[src/rtl/rxmb_pkg.sv]
package rxmb_pkg;

  localparam int ID_W    = 29;
  localparam int DATA_W  = 64;
  localparam int WORD_W  = 32;

  localparam int ST_RDY  = 23;
  localparam int ST_LOST = 24;
  localparam int ST_RTR  = 20;
  localparam int ST_DLC  = 16;
  localparam int ID_EXT  = 29;
  localparam int STD_SH  = 18;

  typedef enum logic [1:0] {
    W_ID   = 2'd0,
    W_STAT = 2'd1,
    W_DLO  = 2'd2,
    W_DHI  = 2'd3
  } word_sel_e;

  typedef enum logic [2:0] {
    MODE_OFF    = 3'd0,
    MODE_RX     = 3'd1,
    MODE_RX_OVR = 3'd2
  } slot_mode_e;

  typedef struct packed {
    logic              ext;
    logic [ID_W-1:0]   id;
    logic              rtr;
    logic [3:0]        dlc;
    logic [DATA_W-1:0] data;
  } rx_frame_t;

endpackage

[src/rtl/rxmb_pick.sv]
module rxmb_pick #(
  parameter int N = 12
) (
  input  logic [N-1:0] free_i,
  output logic [N-1:0] grant_o,
  output logic         any_o
);

  logic [N-1:0] below;

  for (genvar i = 0; i < N; i++) begin : g_chain
    if (i == 0) begin : g_first
      assign below[i] = 1'b0;
    end else begin : g_next
      assign below[i] = below[i-1] | free_i[i-1];
    end
    assign grant_o[i] = free_i[i] & ~below[i];
  end

  assign any_o = |free_i;

endmodule

[src/rtl/rxmb_slot.sv]
module rxmb_slot
  import rxmb_pkg::*;
#(
  parameter slot_mode_e MODE = MODE_RX
) (
  input  logic              clk,
  input  logic              rst_n,
  input  logic              store_i,
  input  logic              rearm_i,
  input  rx_frame_t         frame_i,
  output logic              full_o,
  output logic              lost_o,
  output logic [WORD_W-1:0] id_word_o,
  output logic [WORD_W-1:0] stat_word_o,
  output logic [WORD_W-1:0] dlo_o,
  output logic [WORD_W-1:0] dhi_o
);

  rx_frame_t fr_q;
  logic      full_q;
  logic      lost_q;

  always_ff @(posedge clk or negedge rst_n) begin
    if (!rst_n) begin
      full_q <= 1'b0;
      fr_q   <= '0;
    end else if (store_i) begin
      full_q <= 1'b1;
      fr_q   <= frame_i;
    end else if (rearm_i) begin
      full_q <= 1'b0;
    end
  end

  if (MODE == MODE_RX_OVR) begin : g_ovr
    always_ff @(posedge clk or negedge rst_n) begin
      if (!rst_n)       lost_q <= 1'b0;
      else if (store_i) lost_q <= full_q & ~rearm_i;
      else if (rearm_i) lost_q <= 1'b0;
    end
  end else begin : g_plain
    assign lost_q = 1'b0;
    // a plain slot is only chosen while free
    p_no_clobber_r6: assert property (@(posedge clk) disable iff (!rst_n)
      store_i |-> (!full_q || rearm_i));
  end

  p_rearm_clear_r9: assert property (@(posedge clk) disable iff (!rst_n)
    (rearm_i && !store_i) |=> (!full_o && !lost_o));

  assign full_o = full_q;
  assign lost_o = lost_q;

  always_comb begin
    id_word_o = '0;
    if (fr_q.ext) begin
      id_word_o[ID_EXT]    = 1'b1;
      id_word_o[ID_W-1:0]  = fr_q.id;
    end else begin
      id_word_o[STD_SH+10:STD_SH] = fr_q.id[10:0];
    end
    stat_word_o               = '0;
    stat_word_o[ST_RDY]       = full_q;
    stat_word_o[ST_LOST]      = lost_q;
    stat_word_o[ST_RTR]       = fr_q.rtr;
    stat_word_o[ST_DLC+3:ST_DLC] = fr_q.dlc;
  end

  assign dlo_o = fr_q.data[WORD_W-1:0];
  assign dhi_o = fr_q.data[DATA_W-1:WORD_W];

endmodule

[src/rtl/rxmb_bank.sv]
module rxmb_bank
  import rxmb_pkg::*;
#(
  parameter  int N_SLOTS = 12,
  localparam int SEL_W   = $clog2(N_SLOTS)
) (
  input  logic               clk,
  input  logic               rst_n,
  input  logic               frm_valid,
  output logic               frm_ready,
  input  logic               frm_ext,
  input  logic [28:0]        frm_id,
  input  logic               frm_rtr,
  input  logic [3:0]         frm_dlc,
  input  logic [63:0]        frm_data,
  input  logic               arm_we,
  input  logic [N_SLOTS-1:0] arm_mask,
  input  logic [SEL_W-1:0]   rd_sel,
  input  logic [1:0]         rd_word,
  output logic [31:0]        rd_data,
  output logic [N_SLOTS-1:0] ready_map,
  output logic               lost_flag
);

  localparam int LAST = N_SLOTS - 1;
  localparam logic [N_SLOTS-1:0] OVR_ONE = N_SLOTS'(1) << LAST;

  rx_frame_t          frame;
  logic [N_SLOTS-1:0] full_v, lost_v, clear_v, free_v, grant_v, tgt_v, store_v;
  logic               any_free;
  logic [WORD_W-1:0]  id_w   [N_SLOTS];
  logic [WORD_W-1:0]  stat_w [N_SLOTS];
  logic [WORD_W-1:0]  dlo_w  [N_SLOTS];
  logic [WORD_W-1:0]  dhi_w  [N_SLOTS];

  assign frm_ready = 1'b1;
  assign frame     = '{ext: frm_ext, id: frm_id, rtr: frm_rtr, dlc: frm_dlc, data: frm_data};

  // re-arm of this edge is counted before the search
  assign clear_v = arm_we ? arm_mask : '0;
  assign free_v  = ~full_v | clear_v;

  rxmb_pick #(.N(N_SLOTS)) u_pick (
    .free_i  (free_v),
    .grant_o (grant_v),
    .any_o   (any_free)
  );

  assign tgt_v   = any_free ? grant_v : OVR_ONE;
  assign store_v = frm_valid ? tgt_v : '0;

  for (genvar i = 0; i < N_SLOTS; i++) begin : g_slot
    localparam slot_mode_e M = (i == LAST) ? MODE_RX_OVR : MODE_RX;
    rxmb_slot #(.MODE(M)) u_slot (
      .clk         (clk),
      .rst_n       (rst_n),
      .store_i     (store_v[i]),
      .rearm_i     (clear_v[i]),
      .frame_i     (frame),
      .full_o      (full_v[i]),
      .lost_o      (lost_v[i]),
      .id_word_o   (id_w[i]),
      .stat_word_o (stat_w[i]),
      .dlo_o       (dlo_w[i]),
      .dhi_o       (dhi_w[i])
    );
  end

  always_comb begin
    rd_data = '0;
    if (int'(rd_sel) < N_SLOTS) begin
      case (word_sel_e'(rd_word))
        W_ID:    rd_data = id_w[rd_sel];
        W_STAT:  rd_data = stat_w[rd_sel];
        W_DLO:   rd_data = dlo_w[rd_sel];
        default: rd_data = dhi_w[rd_sel];
      endcase
    end
  end

  assign ready_map = full_v;
  assign lost_flag = lost_v[LAST];

  p_single_store_r2: assert property (@(posedge clk) disable iff (!rst_n)
    $onehot0(store_v));

  p_lowest_free_r6: assert property (@(posedge clk) disable iff (!rst_n)
    (frm_valid && any_free) |-> (((store_v - 1'b1) & free_v) == '0) && ((store_v & free_v) == store_v));

  p_overwrite_r7: assert property (@(posedge clk) disable iff (!rst_n)
    (frm_valid && !any_free) |=> (lost_flag && ready_map[LAST]));

  p_ready_hold_r8: assert property (@(posedge clk) disable iff (!rst_n)
    1'b1 |=> (($past(ready_map) & ~$past(clear_v) & ~ready_map) == '0));

endmodule

[config.mk]
export PLATFORM = sky130hd
export DESIGN_NAME = rxmb_bank
export DESIGN_NICKNAME = d
export VERILOG_FILES = /design/src/rtl/rxmb_pkg.sv /design/src/rtl/rxmb_pick.sv /design/src/rtl/rxmb_slot.sv /design/src/rtl/rxmb_bank.sv
export SDC_FILE = /design/constraint.sdc
export NUM_CORES = 2
export LEC_CHECK = 0
export BUFFER_PORTS_ARGS = -buffer_cell sky130_fd_sc_hd__buf_2
export CAP_MARGIN = 20
export CORE_MARGIN = 2
export CORE_UTILIZATION = 50
export DETAILED_ROUTE_END_ITERATION = 16
export GPL_ROUTABILITY_DRIVEN = 0
export PLACE_DENSITY = 0.75
export SLEW_MARGIN = 15
export SYNTH_ARGS = -nofsm -noshare
export SYNTH_HDL_FRONTEND = slang
export SYNTH_SLANG_ARGS = --single-unit
[constraint.sdc]
create_clock -name clk -period 2.3 [get_ports clk]
set_input_delay 0.115 -clock clk [delete_from_list [all_inputs] [get_ports clk]]
set_output_delay 0.115 -clock clk [all_outputs]
set_load 0.03 [all_outputs]
==> summary.txt <==
Yosys
  • Seq/Total Area, Yosys: 0.534
  • Asr flop ratio synth: 1.00
  • Count leader, synth: mux2_2
  • Synth Warn #: 0
  • Synth unique cells: 60
  • Mapped Cells: 3855
  • Area contributors post-synth: dfrtp_1 53%, mux2_2 24%, mux4_2 8.3%, mux2i_1 2.8%, a221oi_1 1.5%
  • Top cells by count, synth: 1208 x mux2_2, 1201 x dfrtp_1, 208 x mux4_2, 199 x clkbuf_1, 155 x mux2i_1
  • Predominant post-synthesis flop cell: dfrtp_1
  • Number of synthesized register bits: 1201
  • Yosys top cell area share: 0.534
  • Syn nets: 3976
  • Mean Syn Cell Area: 14.6 um2
  • Area of the mapped netlist: 56300 um2
  • EDFF count, synth: 0
  • Cell accounting for the most synthesized area: dfrtp_1

Finish
  • Post-layout util: 0.619
  • Layout cell share with drive strength beyond 1: 0.553
  • P&R area growth vs syn: 23.2%
  • Final-stage net count: 4506
  • Final instance area: 69400 um2

Global routing
  • Total GRT Usage: 0.291
  • Initial antenna violation count: 14
  • First-pass GRT wire length: 255000 um
  • Pin count of the biggest net entering global routing: 92
  • Grt ovf: 0
  • Vias in the first global route: 39300

STA
  • Final setup vio count: 32
  • Setup WS post-layout: -820 ps
  • Final worst path period need: 3120 ps
  • Fmax: 0.321 GHz
  • Slew Limit Headroom: 0.419
  • RSZ-0062 raised after global routing: true
  • Slew @ Worst Pin: 868 ps
  • Fin crit share: 1.36
  • Slew Limit Fails: 0
  • Worst-case clock skew: 30.1 ps
  • Final Hold Fails: 0
  • Hold_ws: 174 ps

Worst setup path
  • Arr. time, crit path: 3000 ps
  • Critical Setup Path Class: reg2out
  • CP startpoint kind: flop
  • CP bufs+invs: 5
  • Worst path max stage delay: 510 ps
  • Worst-path maximum fanout: 4
  • Critical path's top delay family: buffers and inverters
  • Critical Path, Cell by Cell: nor2b_4 -> buf_4 -> buf_6 -> buf_12 -> a221oi_2 -> nor3_2 -> o21ai_1 -> buf_4 -> a222oi_1 -> buf_4
  • Kind of end point of the critical path: output port
  • Critical-path top delay cell: a222oi_1
  • WP data required: 2180 ps
  • Critical path's most frequent cell: buf_4

Power
  • Leak: 31.9 nW
  • Clk pwr share: 0.372
  • Pwr dens: 800 nW/um2
  • Flop pwr share: 0.460
  • Tot Pwr: 0.0555 W
  • Cell Int Power: 0.0411 W
  • Psw: 0.0144 W
  • VDD IR max: 0.583 mV
  • Switching fraction of total power: 0.260
  • Logic pwr share: 0.168

Clock tree
  • Clk slew on worst S/H paths: 60 ps
  • CTS H-tree lvls: 3
  • Total CTS buffers: 118
  • Max clock buf depth: 3
  • Worst skew pair latency: 720 ps
  • CTS tree: done
  • Clk sinks: 1201
  • CTS Root Cell: clkbuf_16

Drt
  • Routed len/inst: 28.3 um
  • Routed via count: 37400
  • Post-Route WL: 169000 um
  • DRC: 0
  • Initial drt markers: 3368
  • Detailed Routing Iterations Pass 1: 7
  • Via/cell ratio: 6.25
  • Post-DRT Antenna Nets: 0

Run status
  • Violated checks: negative setup slack
  • Status: complete, but fails checks

Floorplanning
  • Core area: 112000 um2
  • Row cnt: 123
  • Initial Utilization: 0.503
  • Die area: 115000 um2
  • Die width: 340 um
  • Io pins: 167
  • Die height: 340 um

Placed design
  • DP Area: 62100 um2
  • Hpwl dp: 116000 um
  • Port Buffers: 165
  • Dpl ws: -399 ps

Hold path
  • Worst Hold Class: in2reg

Flow run
  • MaxCap Viol Count: 0
-- sequential cells by signal (all words and copies together), names as in the netlist --
name	cells
g_slot.u_slot.dhi_o	384
g_slot.u_slot.dlo_o	384
g_slot.u_slot.fr_q	360
g_slot.u_slot.full_o	12
g_slot.u_slot.lost_o	1
g_slot.u_slot.stat_word_o	60
-- layer usage --
metal | routed length (um) | track usage
met4 | 7190 | 0.122
met2 | 80100 | 0.455
met3 | 13300 | 0.0661
met1 | 68800 | 0.395
met5 | 66 | 0
-- per-stage QoR --
step / cells / setup TNS, ps
floorplan: 3855 / 0
global placement: 5598 / -29940
detailed placement: 5598 / -32150
CTS: 5955 / -23170
global route: 5990 / -22760
finish: 5990 / -21030
-- logic make-up after synthesis --
| family | synth area share |
|---|---|
| compound gates | 0.0509 |
| buf+inv | 0.0375 |
| flops | 0.534 |
| mux | 0.356 |
| other cells | 0.0000666 |
| simple gates | 0.0219 |
-- power by group through the flow --
stage | Sequential [W] | Clock [W] | Combinational [W]
after floorplan | 0.0252 | 0 | 0.00566
after global placement | 0.0256 | 0 | 0.00831
after detailed placement | 0.0258 | 0 | 0.00854
after CTS | 0.0255 | 0.0208 | 0.00909
after global routing | 0.0258 | 0.0217 | 0.00992
final | 0.0255 | 0.0207 | 0.00935
-- worst register-to-register path, cell delays in order (launching register included) --
cell and delay [ps]:
dfrtp_1 340, nand2_1 80, and4bb_4 360, nand4_4 160, buf_12 190, nor3_4 150
buf_6 210, buf_16 230, mux2_2 440
-- final cells by class --
type	instances	area, um2
Inverter	6	25.0
Fill cell	8124	42700
Timing Repair Buffer	821	7950
Clock buffer	167	3390
Multi-Input combinational cell	2237	25300
Clock inverter	53	751
Antenna cell	5	12.5
Sequential cell	1201	30100
Tap cell	1500	1880
-- layout by cell type, fill, tap and decap left out, types with 6 or more instances in the layout --
cell           Yosys  routed
nand2_1          134     130
buf_2            117     129
mux4_2           208     208
buf_8              0      10
a211oi_2           0       6
nand2b_1           6       6
clkbuf_16          0     123
o221ai_1          37      17
a22oi_1           40      28
a221oi_1          98      48
nor2b_4            0       6
clkbuf_8           0      23
mux2_2          1208    1190
a221oi_2           0      44
clkinv_2           0      22
o21ai_1            1      20
clkbuf_1         199      25
a221oi_4           0       6
a22oi_2            0      12
nor2_1            29      23
clkinvlp_4         0       6
buf_12             0     109
o221ai_2           0      16
nor3_2             0      10
mux2_1            17      17
nor2_4             2       8
o21ai_0           73      49
buf_4             52     385
a222oi_1          22      22
o22ai_1           46      39
dlygate4sd3_1      0     127
bufinv_16          0      17
a21oi_1           26      24
buf_6             27      52
mux2i_1          155     154
mux2_4             0      18
nor3_1            38      28
dfrtp_1         1201    1201
nand3_1           12       9
-- worst paths after layout --
check                           cells after the start                                      end                               startpoint  slack [ps]
worst max-delay path                               10                               rd_data[9]    g_slot[8].u_slot.fr_q[98]$_DFFE_PN0P_        -820
worst min-delay path                                4     g_slot[11].u_slot.lost_o$_DFFE_PN0P_                                   arm_we         170
worst max register to register                      8   g_slot[10].u_slot.fr_q[83]$_DFFE_PN0P_      g_slot[4].u_slot.full_o$_DFFE_PN0P_           0
worst min register to register                      1  g_slot[10].u_slot.dhi_o[30]$_DFFE_PN0P_  g_slot[10].u_slot.dhi_o[30]$_DFFE_PN0P_         480
max in group asynchronous                           5      g_slot[8].u_slot.full_o$_DFFE_PN0P_                                    rst_n         670
min in group asynchronous                           3   g_slot[11].u_slot.fr_q[98]$_DFFE_PN0P_                                    rst_n         550
-- repair_timing --
action,in CTS,in global routing
gates cloned,1,4
setup endpoints to repair,158,303
buffers inserted,13,39
hold buffers,128,0
hold endpoints to repair,2108,0
pin swaps,61,86
gates resized for setup,217,122
No activity file was read; power rests on OpenSTA's default activity.
